### src/rtl/phyctl_pkg.sv
package phyctl_pkg;

    localparam int VAL_W   = 16;
    localparam int STB_W   = 4;
    localparam int CTRL_W  = VAL_W + STB_W;
    localparam int STAT_W  = VAL_W + 1;
    localparam int ACK_BIT = VAL_W;

    // strobe field, placed above the value field of the control word
    localparam logic [STB_W-1:0] STB_NONE    = 4'b0000;
    localparam logic [STB_W-1:0] STB_CAP_ADR = 4'b0001;
    localparam logic [STB_W-1:0] STB_CAP_DAT = 4'b0010;
    localparam logic [STB_W-1:0] STB_WR      = 4'b0100;
    localparam logic [STB_W-1:0] STB_RD      = 4'b1000;

    typedef enum logic [3:0] {
        ST_IDLE,
        ST_ADR_SET, ST_ADR_HI, ST_ADR_LO,
        ST_DAT_SET, ST_DAT_HI, ST_DAT_LO,
        ST_WR_HI,   ST_WR_LO,
        ST_RD_HI,   ST_RD_LO
    } step_e;

    typedef struct packed {
        step_e             step;
        logic              is_wr;
        logic [VAL_W-1:0]  addr;
        logic [VAL_W-1:0]  wdata;
        logic [VAL_W-1:0]  rdata;
        logic [CTRL_W-1:0] ctrl;
        logic              done;
        logic              err;
    } mst_t;

    function automatic logic [CTRL_W-1:0] ctrl_word(input logic [STB_W-1:0] stb,
                                                    input logic [VAL_W-1:0] val);
        return {stb, val};
    endfunction

    // steps that sit in an acknowledge wait
    function automatic logic step_waits(input step_e s);
        return s inside {ST_ADR_HI, ST_ADR_LO, ST_DAT_HI, ST_DAT_LO,
                         ST_WR_HI, ST_WR_LO, ST_RD_HI, ST_RD_LO};
    endfunction

    // level of the acknowledge each waiting step expects
    function automatic logic step_wants_ack(input step_e s);
        return s inside {ST_ADR_HI, ST_DAT_HI, ST_WR_HI, ST_RD_HI};
    endfunction

endpackage

### src/rtl/phyctl_sync.sv
module phyctl_sync #(
    parameter int W      = 17,
    parameter int STAGES = 2
) (
    input  logic         clk,
    input  logic         rst_n,
    input  logic [W-1:0] din,
    output logic [W-1:0] dout
);
    localparam int CHAIN_W = W * STAGES;

    logic [CHAIN_W-1:0] chain_d, chain_q;

    generate
        if (STAGES == 1) begin : g_single
            always_comb chain_d = din;
        end else begin : g_multi
            always_comb chain_d = {chain_q[CHAIN_W-W-1:0], din};
        end
    endgenerate

    always_ff @(posedge clk or negedge rst_n) begin
        if (!rst_n) chain_q <= '0;
        else        chain_q <= chain_d;
    end

    assign dout = chain_q[CHAIN_W-1 -: W];

endmodule

### src/rtl/phyctl_poller.sv
module phyctl_poller #(
    parameter int POLL_DELAY = 100,
    parameter int POLL_LIMIT = 10
) (
    input  logic clk,
    input  logic rst_n,
    input  logic run,
    input  logic exp_lvl,
    input  logic ack,
    output logic hit,
    output logic miss
);
    localparam int DLY_W = (POLL_DELAY < 1) ? 1 : $clog2(POLL_DELAY + 1);
    localparam int CNT_W = (POLL_LIMIT < 2) ? 1 : $clog2(POLL_LIMIT);

    typedef struct packed {
        logic [DLY_W-1:0] dly;
        logic [CNT_W-1:0] cnt;
    } pst_t;

    pst_t p_d, p_q;
    logic chk;

    always_comb begin
        chk  = run && (p_q.dly == '0);
        hit  = chk && (ack == exp_lvl);
        miss = chk && (ack != exp_lvl) && (p_q.cnt == CNT_W'(POLL_LIMIT - 1));

        p_d = p_q;
        if (!run || hit || miss) begin
            p_d = '0;
        end else if (chk) begin
            p_d.dly = DLY_W'(POLL_DELAY);
            p_d.cnt = p_q.cnt + 1'b1;
        end else begin
            p_d.dly = p_q.dly - 1'b1;
        end
    end

    always_ff @(posedge clk or negedge rst_n) begin
        if (!rst_n) p_q <= '0;
        else        p_q <= p_d;
    end

    AST_POLL_BOUND: assert property (@(posedge clk) disable iff (!rst_n)
        32'(p_q.cnt) < POLL_LIMIT);

    AST_IDLE_CLEAR: assert property (@(posedge clk) disable iff (!rst_n)
        !run |=> (p_q == '0));

endmodule

### src/rtl/phy_ctlport_master.sv
module phy_ctlport_master
    import phyctl_pkg::*;
#(
    parameter int POLL_DELAY  = 100,
    parameter int POLL_LIMIT  = 10,
    parameter int SYNC_STAGES = 2
) (
    input  logic              clk,
    input  logic              rst_n,
    input  logic              req_start,
    input  logic              req_write,
    input  logic [VAL_W-1:0]  req_addr,
    input  logic [VAL_W-1:0]  req_wdata,
    output logic              req_done,
    output logic              req_err,
    output logic [VAL_W-1:0]  req_rdata,
    output logic [CTRL_W-1:0] phy_ctrl,
    input  logic [STAT_W-1:0] phy_stat
);
    logic [STAT_W-1:0] stat_s;
    logic waiting, exp_lvl, hit, miss;
    mst_t st_d, st_q;

    phyctl_sync #(.W(STAT_W), .STAGES(SYNC_STAGES)) u_sync (
        .clk  (clk),
        .rst_n(rst_n),
        .din  (phy_stat),
        .dout (stat_s)
    );

    assign waiting = step_waits(st_q.step);
    assign exp_lvl = step_wants_ack(st_q.step);

    phyctl_poller #(.POLL_DELAY(POLL_DELAY), .POLL_LIMIT(POLL_LIMIT)) u_poll (
        .clk    (clk),
        .rst_n  (rst_n),
        .run    (waiting),
        .exp_lvl(exp_lvl),
        .ack    (stat_s[ACK_BIT]),
        .hit    (hit),
        .miss   (miss)
    );

    always_comb begin
        st_d      = st_q;
        st_d.done = 1'b0;
        case (st_q.step)
            ST_IDLE: begin
                if (req_start) begin
                    st_d.step  = ST_ADR_SET;
                    st_d.is_wr = req_write;
                    st_d.addr  = req_addr;
                    st_d.wdata = req_wdata;
                    st_d.err   = 1'b0;
                    st_d.ctrl  = ctrl_word(STB_NONE, req_addr);
                end
            end
            ST_ADR_SET: begin
                st_d.ctrl = ctrl_word(STB_CAP_ADR, st_q.addr);
                st_d.step = ST_ADR_HI;
            end
            ST_ADR_HI: if (hit) begin
                st_d.ctrl = ctrl_word(STB_NONE, st_q.addr);
                st_d.step = ST_ADR_LO;
            end
            ST_ADR_LO: if (hit) begin
                if (st_q.is_wr) begin
                    st_d.ctrl = ctrl_word(STB_NONE, st_q.wdata);
                    st_d.step = ST_DAT_SET;
                end else begin
                    st_d.ctrl = ctrl_word(STB_RD, '0);
                    st_d.step = ST_RD_HI;
                end
            end
            ST_DAT_SET: begin
                st_d.ctrl = ctrl_word(STB_CAP_DAT, st_q.wdata);
                st_d.step = ST_DAT_HI;
            end
            ST_DAT_HI: if (hit) begin
                st_d.ctrl = ctrl_word(STB_NONE, st_q.wdata);
                st_d.step = ST_DAT_LO;
            end
            ST_DAT_LO: if (hit) begin
                st_d.ctrl = ctrl_word(STB_WR, '0);
                st_d.step = ST_WR_HI;
            end
            ST_WR_HI: if (hit) begin
                st_d.ctrl = ctrl_word(STB_NONE, st_q.wdata);
                st_d.step = ST_WR_LO;
            end
            ST_WR_LO: if (hit) begin
                st_d.ctrl = '0;
                st_d.done = 1'b1;
                st_d.step = ST_IDLE;
            end
            ST_RD_HI: if (hit) begin
                st_d.rdata = stat_s[VAL_W-1:0];
                st_d.ctrl  = '0;
                st_d.step  = ST_RD_LO;
            end
            ST_RD_LO: if (hit) begin
                st_d.done = 1'b1;
                st_d.step = ST_IDLE;
            end
            default: begin
                st_d.ctrl = '0;
                st_d.step = ST_IDLE;
            end
        endcase
        if (miss) begin
            st_d.ctrl = '0;
            st_d.done = 1'b1;
            st_d.err  = 1'b1;
            st_d.step = ST_IDLE;
        end
    end

    always_ff @(posedge clk or negedge rst_n) begin
        if (!rst_n) begin
            st_q      <= '0;
            st_q.step <= ST_IDLE;
        end else begin
            st_q <= st_d;
        end
    end

    assign req_done  = st_q.done;
    assign req_err   = st_q.err;
    assign req_rdata = st_q.rdata;
    assign phy_ctrl  = st_q.ctrl;

    AST_ONE_STROBE: assert property (@(posedge clk) disable iff (!rst_n)
        $countones(phy_ctrl[CTRL_W-1:VAL_W]) <= 1);

    AST_DONE_PULSE: assert property (@(posedge clk) disable iff (!rst_n)
        req_done |=> !req_done);

    AST_DONE_CTRL_ZERO: assert property (@(posedge clk) disable iff (!rst_n)
        req_done |-> (phy_ctrl == '0));

    AST_WAIT_STABLE: assert property (@(posedge clk) disable iff (!rst_n)
        (waiting && !hit && !miss) |=> $stable(phy_ctrl));

    AST_START_IGNORED: assert property (@(posedge clk) disable iff (!rst_n)
        (st_q.step != ST_IDLE && req_start) |=> $stable(st_q.addr));

endmodule

### config.mk
export PLATFORM = sky130hd
export DESIGN_NAME = phy_ctlport_master
export DESIGN_NICKNAME = d
export VERILOG_FILES = /design/src/rtl/phyctl_pkg.sv /design/src/rtl/phyctl_sync.sv /design/src/rtl/phyctl_poller.sv /design/src/rtl/phy_ctlport_master.sv
export SDC_FILE = /design/constraint.sdc
export NUM_CORES = 1
export LEC_CHECK = 0
export ABC_AREA = 1
export BUFFER_PORTS_ARGS = -buffer_cell sky130_fd_sc_hd__buf_2
export CELL_PAD_IN_SITES_DETAIL_PLACEMENT = 0
export CELL_PAD_IN_SITES_GLOBAL_PLACEMENT = 2
export CORE_MARGIN = 3
export CORE_UTILIZATION = 33
export CTS_CLUSTER_SIZE = 20
export DETAILED_ROUTE_END_ITERATION = 12
export HOLD_SLACK_MARGIN = 0.02
export PLACE_DENSITY = 0.89
export SLEW_MARGIN = 15
export SYNTH_ARGS = -nofsm -noshare
export SYNTH_HDL_FRONTEND = slang
export SYNTH_SLANG_ARGS = --single-unit
### constraint.sdc
create_clock -name clk -period 2.2 [get_ports clk]
set_input_delay 0.22 -clock clk [delete_from_list [all_inputs] [get_ports clk]]
set_output_delay 0.22 -clock clk [all_outputs]
set_load 0.02 [all_outputs]
; ---- After elaboration in Yosys (flattened, before gate mapping)
; Cells that the tools add are included.
[op_classes]
add_sub_neg = 2
mux = 28
n_reduce_logical = 21
eq_ne = 24
[op_table]
columns = cell, n
row1 = one-hot mux 20 bit (10 select lines), 1
row2 = two-way mux 20 bit, 7
row3 = two-way mux 4 bit, 10
row4 = one-hot mux 4 bit (10 select lines), 1
row5 = two-way mux 37 bit, 1
row6 = != test 3 bit (second input constant), 8
row7 = two-way mux 22 bit, 1
row8 = two-way mux 21 bit, 1
row9 = == test 4 x 3 -> 1 bit (second input constant), 4
row10 = == test 4 bit (second input constant), 4
row11 = AND reduction 8 bit, 2
row12 = two-way mux 11 bit, 1
row13 = == test 4 x 2 -> 1 bit (second input constant), 2
row14 = nonzero test 8 bit, 1
row15 = logical NOT 7 bit, 1
row16 = two-way mux 7 bit, 1
row17 = subtractor 7 x 1 -> 7 bit (second input constant), 1
row18 = != test 3 x 1 -> 1 bit (second input constant), 2
row19 = AND reduction 2 bit, 3
row20 = nonzero test 2 bit, 3
row21 = adder 4 x 1 -> 4 bit (second input constant), 1
row22 = == test 4 x 1 -> 1 bit (second input constant), 1
row23 = logical AND 1 bit, 4
row24 = logical NOT 4 bit, 1
row25 = 9 further kinds, 13
[totals]
word_cells = 86
output_inout_bits = 38
reg_bits = 120

; ---- Depth between registers and ports, before layout
; Gate-level depths: netlist of the first run.
[logic_depth]
ltp_word = 7
depth_mapped = 15

; ---- Modules after synthesis
; Synthesis of the first run repeated with hierarchy kept, for this count alone.
[hier_totals]
hier_cells = 580
area_unflattened_um2 = 5390.2
[by_module_without_submodules]
columns = module, area_per_inst_um2, n_inst, cells_per_inst
row1 = phy_ctlport_master, 3729.8, 1, 440
row2 = phyctl_sync, 978.4, 1, 51
row3 = phyctl_poller, 681.9, 1, 89

; ---- Worst setup path before layout of the first run
; OpenSTA, ideal clock, no wires.
[synth_path]
path_kind = reg2reg
startpoint = register u_poll.p_q[4] in the netlist's numbering
endpoint = register st_q (netlist bit req_rdata[10])
period_less_slack_ps = 1884
arrival_time_ps = 1768
required_time_ps = 2083
n_path_buf = 1
stages_incl_launch_ff = 13
slack_ps = 316
cell_sequence = dfrtp_1 -> inv_1 -> ha_1 -> nand2_1 -> nor3b_2 -> inv_2 -> nor2_8 -> nand2_2 -> inv_2 -> nand2_1 -> buf_2 -> nand2_1 -> nand2_1
[synth_via]
elab_chain_cells = 4
[synth_rtl]
columns = element, line_no
row1 = from (decl), phyctl_poller.sv:21  ; pst_t p_d, p_q;
row2 = from (signal assigned), phyctl_poller.sv:42  ; else p_q <= p_d;
row3 = logical NOT 7 bit, phyctl_poller.sv:25  ; chk = run && (p_q.dly == '0);
row4 = logical AND 1 bit, phyctl_poller.sv:25
row5 = logical AND 1 bit, phyctl_poller.sv:26  ; hit = chk && (ack == exp_lvl);
row6 = AND reduction 2 bit (no line), --
row7 = to (signal assigned), phy_ctlport_master.sv:123  ; st_q <= st_d;
row8 = to (decl), phy_ctlport_master.sv:22  ; mst_t st_d, st_q;
; No other way between the ends.
; A chain may end at the register's enable or synchronous reset.

; ---- Worst setup path in the final report of the first run
[layout_path]
startpoint = register u_poll.p_q[4] in the netlist's numbering
endpoint = register st_q (netlist bit phy_ctrl[9])
[layout_via]
elab_chain_cells = 6
word_cells_on_any_way = 15
cone_classes = eq/ne (8) / mux (1) / reduce/logical (6)
[layout_rtl]
columns = element, line_no
row1 = logical NOT 7 bit (*), phyctl_poller.sv:25
row2 = logical AND 1 bit (*), phyctl_poller.sv:25
row3 = logical AND 1 bit (2 in series), phyctl_poller.sv:27  ; miss = chk && (ack != exp_lvl) && (p_q.cnt == CNT_W'(POLL_LIMIT - 1));
row4 = != test 3 bit (no line) (tied with other cells), --
row5 = AND reduction 8 bit (no line), --
; Mark *: on every way between the ends. The rest lies on a longest branch, timed or not.

==> results of run 1 <==
==> what timing repair did <==
action,CTS,global route
setup endpoints to repair,0,35
buffers inserted,0,1
hold buffers,38,0
hold endpoints to repair,77,0
resized for setup,0,13
==> synth_stat cells (all sizes together) <==
cell     number
dfrtp       120
clkbuf       11
o22ai         2
nor3b         1
o21ai        36
clkinv        6
ha            4
nand3        36
xor2          4
and3          1
nor2         33
and2          1
or2           2
nand2       248
a21oi         3
buf          43
xnor2         1
o211ai        9
nor3          2
inv          50
o2111ai       1
nand4         3
==> cell type report <==
class,count,area [µm²],share of cell area [%]
Tap cell,211,264,3.86
Multi-Input combinational cell,387,1770,25.9
Inverter,56,213,3.11
Sequential cell,120,3010,43.9
Timing Repair Buffer,146,1010,14.8
Clock inverter,8,96.3,1.41
Clock buffer,22,484,7.07
==> routing by layer <==
layer	wire, µm	share of wire (%)
met1	6290	51
met2	5360	43
met3	691	5.6
met4	100	0.80
met5	0	0
==> placed cells by master (no fill, tap or decap), types with 5 or more instances in the layout <==
cell	Yosys	layout
nand2_1	243	242
dfrtp_1	120	118
buf_2	6	89
inv_1	43	43
dlygate4sd3_1	0	38
nand3_1	34	34
o21ai_0	35	31
nor2_1	26	24
clkbuf_16	0	17
buf_4	36	15
o211ai_1	9	9
nor2_2	4	6
inv_2	7	6
clkinv_1	6	6
o21ai_1	1	5
==> worst min-delay path, cell delays in order <==
cell and delay, ns:
buf_2 0.08, nand2_1 0.05, o21ai_0 0.06
==> state kept, by name (all words and copies together), names as in the netlist <==
name and flops:
u_poll.p_q 11, req_done 1, req_err 1, req_rdata 16, u_sync.chain_q 34, phy_ctrl 20, st_q 37
==> through the flow <==
step | util [%] | hold slack, ns | instances | setup slack [ns]
final | 44.2 | 0.0349 | 950 | 0.152
after global routing | 44.2 | 0.0263 | 950 | -0.00414
after CTS | 43.9 | 0.0210 | 949 | 0.0580
after global placement | 37.7 | 0.275 | 881 | 0.127
after floorplan | - | -0.0756 | 617 | 0.316
after detailed placement | 37.7 | 0.280 | 881 | 0.0700
==> power by group through the flow <==
stage               Sequential, mW  Combinational (mW)  Clock [mW]
floorplan                     3.11                2.79           0
global route                  3.23                4.19        2.88
CTS                           3.16                3.57        2.78
global placement              3.17                3.44           0
detailed placement            3.19                3.51           0
finish                        3.16                3.67        2.69
==> worst paths after layout <==
| path | endpoint | slack, ns | depth (start not counted) |
|---|---|---|---|
| max | phy_ctrl[9]$_DFFE_PN0P_ | 0.15 | 12 |
| min | st_q[70]$_DFFE_PN0P_ | 0.03 | 3 |
| max reg2reg | phy_ctrl[9]$_DFFE_PN0P_ | 0.15 | 12 |
| min reg2reg | u_sync.chain_q[26]$_DFF_PN0_ | 0.34 | 0 |
| max in group asynchronous | st_q[73]$_DFFE_PN0P_ | 1.18 | 3 |
| min in group asynchronous | st_q[43]$_DFFE_PN0P_ | 0.37 | 2 |
==> kinds of logic (layout without fill, tap and decap cells) <==
| family | after synthesis | count (layout) | share of synthesized area [%] |
|---|---|---|---|
| AOI/OAI and AO/OA | 51 | 51 | 5.46 |
| DFF | 120 | 120 | 56.5 |
| xor gates and xnor gates | 5 | 5 | 0.823 |
| buffers and inverters | 110 | 232 | 10.6 |
| and+or+nand+nor | 327 | 327 | 25.7 |
| adders and majority gates | 4 | 4 | 0.941 |
==> run_results.csv, run 1 <==
group,metric,value,unit
timing,clock-skew-final,0.0125,ns
route,drt_iter0_drc,225,
power_and_ir_drop,combinationalPowerShare,38.5,%
die,rows,45,
synth,synthCells,617,
critical_path,critPathLaunchType,"flip-flop",
route,wl,12400,µm
layout,syn_to_final_growth,28.7,%
placement,io_buffers,90,
synth,synth_warnings,0,
layout,antenna_cells,0,
worst_hold_path,hold_class,"in2reg",
route,drc_errors,0,
placement,place_hpwl,8880,µm
power_and_ir_drop,seq_power_share,33.2,%
critical_path,slowest_delay,0.37,ns
timing,timing.final.crit_share,93.1,%
timing,finalSetupTns,0,ns
power_and_ir_drop,p_total,9.52,mW
synth,yosys_register_bits,120,
die,ios,91,
cts,cts.reportedPaths.clkPinSlew,0.05,ns
critical_path,path_class,"reg2reg",
layout,num-nets-final,785,
die,die_h,133,µm
route,drt-pass1-iter-count,4,
cts,cts_tree,"yes",
timing,fin_crit,2.05,ns
route,drt-wirelength-per-cell,13.1,µm
timing,setup_viol,0,
worst_hold_path,hp-start,"req_write",
global_route,use_met1,20.9,%
synth,netlist_area,0.00532,mm²
timing,tightest_slew,0.614,ns
die,core_area,0.0155,mm²
power_and_ir_drop,swShare,37.9,%
critical_path,critPathCaptureType,"flip-flop",
global_route,use_met3,4.79,%
die,start_util,34.3,%
power_and_ir_drop,peakVddDrop,0.000614,V
cts,clockBufferDepth,2,
critical_path,crit_buf_inv,3,
synth,synthesis.nets,674,
global_route,grt_start_max_net_pins,46,
timing,grt_setup_unrepaired,"yes",
cts,clock_sinks,120,
critical_path,r2r-start,"u_poll.p_q[4]$_DFF_PN0_",
placement,dpl_cell_area,0.00583,mm²
cts,cts_root_buf,"clkbuf_16",
global_route,antenna_found_initial,0,
global_route,grt_pass1_wl,21000,µm
timing,slew_violations,0,
global_route,grt_overflow,0,
route,via_per_inst,4.42,
layout,fillCellCount,1537,
critical_path,cp_common_cell,"nand2_1",
power_and_ir_drop,clkPwrFrac,28.3,%
critical_path,crit_path_top_delay_cell,"dfrtp_1",
cts,insertion_delay,0.42,ns
global_route,top_usage_layer,"met2",
synth,synth_area_leaders,"dfrtp_1 56%, nand2_1 17%, buf_4 5.1%, o21ai_0 3.3%, nand3_1 3.2%",
placement,gp_congestion,0.746,
critical_path,critPathLaunch,"u_poll.p_q[4]$_DFF_PN0_",
job,drv_cap,0,
power_and_ir_drop,p_per_area,1390,mW/mm²
global_route,track_usage,15.0,%
power_and_ir_drop,p_sw,3.61,mW
die,die_area,0.0177,mm²
synth,synth_seq_area_share,56.5,%
cts,cts_max_level,4,
critical_path,crit_arrival,2.34,ns
critical_path,worstPathCellList,"inv_1 > ha_1 > nand2_1 > nor3b_4 > inv_4 > nor2_8 > nand2_2 > nand3_2 > nand2_4 > buf_4 > o21ai_0 > nand2_1",
synth,synth_top_area_cell,"dfrtp_1",
timing,slew_headroom,59.1,%
route,ant_nets,0,
cts,numCtsBuffers,17,
die,die_w,133,µm
critical_path,worstPathRequired,2.50,ns
layout,design_area,0.00685,mm²
synth,yosysTopAreaCellShare,56.5,%
synth,avgSynthCellArea,8.62,µm²
layout,drive_gt1_share,22.6,%
timing,hold_viol,0,
synth,yosysUniqueCellTypes,33,
global_route,use_met2,21.9,%
power_and_ir_drop,cell_internal_pwr,5.91,mW
global_route,grt_pass1_vias,4134,
route,vias,4197,
run_status,outcome,"finished clean",
critical_path,cp_max_fo,12,
timing,max_clock_freq,488,MHz
critical_path,cpLargestDelayFamily,"simple AND/OR/NAND/NOR gates",
power_and_ir_drop,p_leak,3.67,nW
No activity file was read; power rests on OpenSTA's default activity.
==> inputs of run 2 (changes only) <==
- PLACE_DENSITY: 0.89 -> 0.84
==> run_results.csv, run 2 (synthesized netlist as in run 1, its figures left out) <==
group,metric,value,unit
power_and_ir_drop,p_per_area,1430,mW/mm²
job,drv_cap,0,
critical_path,critical_path.endpoint,"phy_ctrl[18]$_DFFE_PN0P_",
global_route,grt_pass1_vias,4153,
die,die_w,133,µm
placement,io_buffers,90,
timing,tightest_slew,0.545,ns
timing,slew_headroom,63.7,%
placement,dp_slack,0.00273,ns
die,core_area,0.0155,mm²
critical_path,critPathCaptureType,"flip-flop",
layout,antenna_cells,0,
timing,setup_viol,0,
placement,gp_congestion,0.764,
layout,syn_to_final_growth,31.4,%
timing,clock-skew-final,0.00524,ns
critical_path,critPathLaunch,"u_poll.p_q[4]$_DFF_PN0_",
cts,insertion_delay,0.41,ns
die,rows,45,
route,via_per_inst,4.35,
global_route,grt_overflow,0,
route,drt-pass1-iter-count,4,
die,die_area,0.0177,mm²
cts,cts_max_level,4,
cts,cts_root_buf,"clkbuf_16",
timing,fin_crit,1.98,ns
route,drc_errors,0,
timing,grt_setup_unrepaired,"no",
timing,max_clock_freq,505,MHz
cts,clockBufferDepth,2,
die,start_util,34.3,%
timing,setup_slack,0.220,ns
critical_path,reg2reg_to,"phy_ctrl[18]$_DFFE_PN0P_",
critical_path,crit_arrival,2.27,ns
power_and_ir_drop,peakVddDrop,0.000611,V
timing,slew_violations,0,
cts,numCtsBuffers,17,
layout,mostFrequentLayoutCells,"241 x nand2_1, 119 x dfrtp_1, 89 x buf_2",
cts,clock_sinks,120,
timing,finalSetupTns,0,ns
critical_path,rr_worst_depth,12,
layout,num-nets-final,793,
route,ant_nets,0,
critical_path,path_class,"reg2reg",
critical_path,r2r_slack,0.22,ns
run_status,outcome,"finished clean",
placement,place_hpwl,8680,µm
layout,largest_reg_flops,37,
route,drt_iter0_drc,152,
die,ios,91,
critical_path,r2r-start,"u_poll.p_q[4]$_DFF_PN0_",
power_and_ir_drop,p_leak,3.74,nW
critical_path,critPathLaunchType,"flip-flop",
timing,hold_viol,0,
cts,cts.reportedPaths.clkPinSlew,0.06,ns
layout,layout_commonest_cell,"nand2_1",
route,wl,12300,µm
global_route,antenna_found_initial,0,
timing,holdWs,0.0407,ns
global_route,track_usage,15.0,%
critical_path,worstPathRequired,2.49,ns
critical_path,cp_max_fo,9,
global_route,grt_pass1_wl,21100,µm
timing,timing.final.crit_share,90.0,%
route,drt-wirelength-per-cell,12.8,µm
global_route,grt_start_max_net_pins,51,
worst_hold_path,hold_class,"in2reg",
cts,cts_tree,"yes",
route,vias,4180,
layout,largest_register,"st_q",
layout,drive_gt1_share,23.2,%
die,die_h,133,µm
## run 2: cell count changes in the layout (fill, tap and decap cells not counted), sizes merged
cell | previous run | this run
clkinv | 11 | 9
dlygate4sd3 | 38 | 42
inv | 50 | 51
bufinv | 2 | 5
buf | 108 | 112
## run 2: routing by layer
layer  routed length, µm  GRT usage [%]  up-vias
li1                    -              -     2123
met1                6140           20.7     1944
met3                 600           4.41       11
met4                 120           4.91        0
met5                   0              0        -
met2                5450           22.5      102
## run 2: area by class of cell
type / count / area, µm²
Clock inverter: 10 / 189
Tap cell: 211 / 264
Inverter: 56 / 210
Fill cell: 1534 / 8500
Multi-Input combinational cell: 387 / 1770
Clock buffer: 22 / 484
Timing Repair Buffer: 154 / 1060
Sequential cell: 120 / 3000
## run 2: report_power, final
part | internal, mW | switching [mW] | total (mW)
clock network | 2.14 | 0.979 | 3.11
registers | 2.84 | 0.316 | 3.16
logic | 1.36 | 2.36 | 3.72
## run 2: worst min path at each step
| stage | to | depth (start not counted) | startpoint |
|---|---|---|---|
| 2_1_floorplan | phy_ctrl[0]$_DFFE_PN0P_ | 0 | rst_n |
| 6_report | st_q[58]$_DFFE_PN0P_ | 3 | req_addr[4] |
| 4_1_cts | st_q[58]$_DFFE_PN0P_ | 3 | req_addr[4] |
| 3_5_place_dp | u_sync.chain_q[17]$_DFF_PN0_ | 1 | rst_n |
| 3_3_place_gp | u_sync.chain_q[17]$_DFF_PN0_ | 1 | rst_n |
| 5_1_grt | st_q[61]$_DFFE_PN0P_ | 3 | req_addr[7] |
## run 2: worst max-delay path, stage by stage (launching register included)
cell and delay [ns]:
dfrtp_1 0.39, inv_2 0.08, ha_1 0.15, nand2_1 0.08, nor3b_4 0.23, inv_2 0.11
nor2_8 0.12, nand2_2 0.10, nand3_1 0.09, nand2_2 0.10, buf_4 0.17, o21ai_0 0.16
nand2_1 0.08
## run 2: stage by stage
stage                     power, mW  util (%)  area, µm²  instances
final                          10.0      45.1       6990        960
after CTS                      10.0      44.8       6940        956
after detailed placement       6.67      37.6       5810        880
after global placement         6.61      37.6       5810        880
after floorplan                5.90         -       5320        617
after global routing           10.8      45.1       6990        960
## run 2: timing repair
item | 4_1_cts | 5_1_grt
gates resized for setup | 0 | 11
hold endpoints to repair | 79 | 0
buffers inserted | 2 | 4
pin swaps | 1 | 4
setup endpoints to repair | 3 | 28
hold buffers | 42 | 0
==> inputs of run 3 (changes only) <==
- ABC_AREA: 1 -> 0
- CORE_UTILIZATION: 33 -> 37
- PLACE_DENSITY: 0.84 -> 0.85
==> run_results.csv, run 3 <==
group,metric,value,unit
placement,place_hpwl,7210,µm
synth,synth_warnings,0,
layout,largest_register,"st_q",
timing,hold_viol,0,
power_and_ir_drop,p_leak,3.29,nW
critical_path,crit_arrival,2.59,ns
placement,dpl_cell_area,0.00575,mm²
synth,synth_seq_area_share,58.7,%
synth,synth_top_area_cell,"dfrtp_1",
power_and_ir_drop,p_per_area,1580,mW/mm²
layout,layout_commonest_cell,"dfrtp_1",
die,die_h,124,µm
layout,design_area,0.00675,mm²
layout,seqCellArea,0.00301,mm²
timing,slew_violations,0,
layout,antenna_cells,0,
global_route,antenna_found_initial,0,
cts,insertion_delay,0.41,ns
critical_path,crit_path_top_delay_cell,"dfrtp_1",
layout,instances_no_fill,718,
run_status,outcome,"finished with violations",
timing,finalSetupTns,-1.30,ns
critical_path,worstPathCellList,"buf_6 > and3b_2 > o31a_1 > or3_4 > buf_6 > a21oi_4 > mux2_4 > a21o_1",
synth,synthCells,406,
layout,drive_gt1_share,45.8,%
timing,setup_viol,22,
critical_path,critPathLaunchType,"flip-flop",
critical_path,cp_max_fo,4,
route,vias,3476,
global_route,grt_pass1_vias,3695,
synth,synth_area_leaders,"dfrtp_1 59%, mux2_2 11%, buf_4 5.6%, nand2_1 3.3%, a22o_1 2.7%",
critical_path,cp_common_cell,"buf_6",
timing,clock-skew-final,0.00397,ns
timing,slew_headroom,65.2,%
die,die_w,124,µm
global_route,grt_pass1_wl,18700,µm
critical_path,critPathCaptureType,"flip-flop",
critical_path,rr_worst_depth,8,
synth,yosysUniqueCellTypes,49,
route,via_per_inst,4.84,
timing,tightest_slew,0.520,ns
placement,dp_slack,-0.449,ns
cts,cts.reportedPaths.clkPinSlew,0.05,ns
timing,grt_setup_unrepaired,"yes",
worst_hold_path,whs_path_depth,2,
synth,synthesis.nets,463,
cts,cts_root_buf,"clkbuf_16",
layout,largest_reg_flops,37,
cts,clockBufferDepth,2,
route,drt-pass1-iter-count,4,
die,start_util,38.2,%
layout,fin_util,50.4,%
timing,timing.final.crit_share,104,%
synth,synth.most_common_cell,"dfrtp_1",
die,ios,91,
synth,async_flop_share,100,%
global_route,grt_start_max_net_pins,55,
synth,ys.flop_type,"dfrtp_1",
route,drt_iter0_drc,146,
cts,cts_tree,"yes",
placement,io_buffers,90,
route,ant_nets,0,
synth,netlist_area,0.00511,mm²
layout,mostFrequentLayoutCells,"118 x dfrtp_1, 89 x buf_2, 49 x mux2_2",
layout,num-nets-final,586,
critical_path,slowest_delay,0.41,ns
run_status,violations,"setup timing",
job,drv_cap,0,
synth,yosysTopAreaCellShare,58.7,%
global_route,grt_overflow,0,
synth,yosys-top-cells-count,"120 x dfrtp_1, 50 x mux2_2, 45 x nand2_1",
die,die_area,0.0153,mm²
cts,cts_max_level,4,
critical_path,worstPathRequired,2.50,ns
global_route,track_usage,16.2,%
layout,fillCellCount,1186,
critical_path,path_class,"reg2reg",
synth,avgSynthCellArea,12.6,µm²
die,rows,42,
timing,fin_crit,2.29,ns
placement,gp_congestion,0.823,
cts,clock_sinks,120,
route,drt-wirelength-per-cell,15.7,µm
worst_hold_path,hold_class,"in2reg",
layout,multiInputGateArea,0.00188,mm²
cts,numCtsBuffers,17,
die,core_area,0.0134,mm²
route,drc_errors,0,
timing,max_clock_freq,436,MHz
layout,syn_to_final_growth,32.0,%
synth,synth_enable_flop_cells,0,
timing,setup_slack,-0.0927,ns
power_and_ir_drop,peakVddDrop,0.000767,V
synth,yosys_register_bits,120,
route,wl,11300,µm
placement,dp.cells,655,
==> run 3: cell types whose count changed in the layout (fill, tap and decap cells not counted), moves of 6 or more <==
cell	previous run	this run
o21ai_0	31	3
nand3_1	34	3
mux2_2	0	49
inv_1	42	3
o211ai_1	9	0
a22o_1	0	16
nand2_1	241	45
buf_4	21	43
nand2_2	7	0
dlygate4sd3_1	42	18
inv_2	8	1
clkinv_1	6	0
a22oi_1	0	17
==> run 3: layout make-up <==
class | instances | area share (%)
clock buffer | 23 | 6.93
tap | 176 | 3.26
sequential | 120 | 44.5
multi-input combinational | 230 | 27.8
timing repair buffer | 156 | 15.4
inverter | 4 | 0.222
clock inverter | 9 | 1.82
==> run 3: worst max-delay path, delay by kind of cell, from the launching register on <==
family	cells	cell delay (ns)
flip-flops	1	0.41
AND/OR/NAND/NOR	2	0.59
AO/OA/AOI/OAI	3	0.58
multiplexers	1	0.31
buffers and inverters	2	0.28
==> run 3: path summary, 6_finish.rpt <==
path	startpoint	to	slack (ns)
min in group asynchronous	rst_n	u_sync.chain_q[30]$_DFF_PN0_	0.31
max reg2reg	st_q[71]$_DFFE_PN0P_	st_q[73]$_DFFE_PN0P_	-0.09
min reg2reg	u_sync.chain_q[2]$_DFF_PN0_	u_sync.chain_q[19]$_DFF_PN0_	0.35
max	st_q[71]$_DFFE_PN0P_	st_q[73]$_DFFE_PN0P_	-0.09
min	req_wdata[3]	st_q[41]$_DFFE_PN0P_	0.04
max in group asynchronous	rst_n	req_rdata[12]$_DFFE_PN0P_	1.22
==> run 3: through the flow <==
step | total power, mW | hold WS [ns]
2_1_floorplan | 6.44 | -0.0756
3_3_place_gp | 7.24 | 0.216
3_5_place_dp | 7.36 | 0.219
4_1_cts | 10.6 | 0.0212
5_1_grt | 11.4 | 0.0242
6_report | 10.7 | 0.0381
==> run 3: logic make-up (layout without fill, tap and decap cells) <==
| family | after synthesis | in the layout | share of synthesized area [%] |
|---|---|---|---|
| flops | 120 | 120 | 58.7 |
| compound gates | 62 | 62 | 9.47 |
| fa+ha+maj | 4 | 4 | 0.979 |
| buf+inv | 59 | 192 | 7.61 |
| xor+xnor | 8 | 8 | 1.37 |
| simple gates | 101 | 104 | 10.4 |
| mux | 52 | 52 | 11.4 |
==> run 3: power breakdown <==
| part | leakage (nW) | total (mW) | switching (mW) | internal, mW |
|---|---|---|---|---|
| logic | 1.51 | 4.57 | 2.37 | 2.20 |
| clock network | 0.291 | 2.75 | 0.925 | 1.83 |
| registers | 1.49 | 3.33 | 0.414 | 2.92 |
==> run 3: repair_timing <==
action / 4_1_cts / 5_1_grt
endpoints found under the hold margin: 49 / 0
buffers inserted: 5 / 6
cloned: 3 / 0
resized for setup: 14 / 13
hold buffers: 18 / 0
setup endpoints to repair: 22 / 33
pin swaps: 5 / 19
==> run 3: per-layer routing <==
layer | vias up | part of all wire (%) | global-route usage, % | wire [µm]
met1 | 1723 | 43 | 19.6 | 4800
met5 | - | 0 | 0 | 0
li1 | 1636 | - | - | -
met2 | 103 | 50 | 26.7 | 5630
met3 | 14 | 6.1 | 5.44 | 692
met4 | 0 | 1.4 | 6.64 | 160
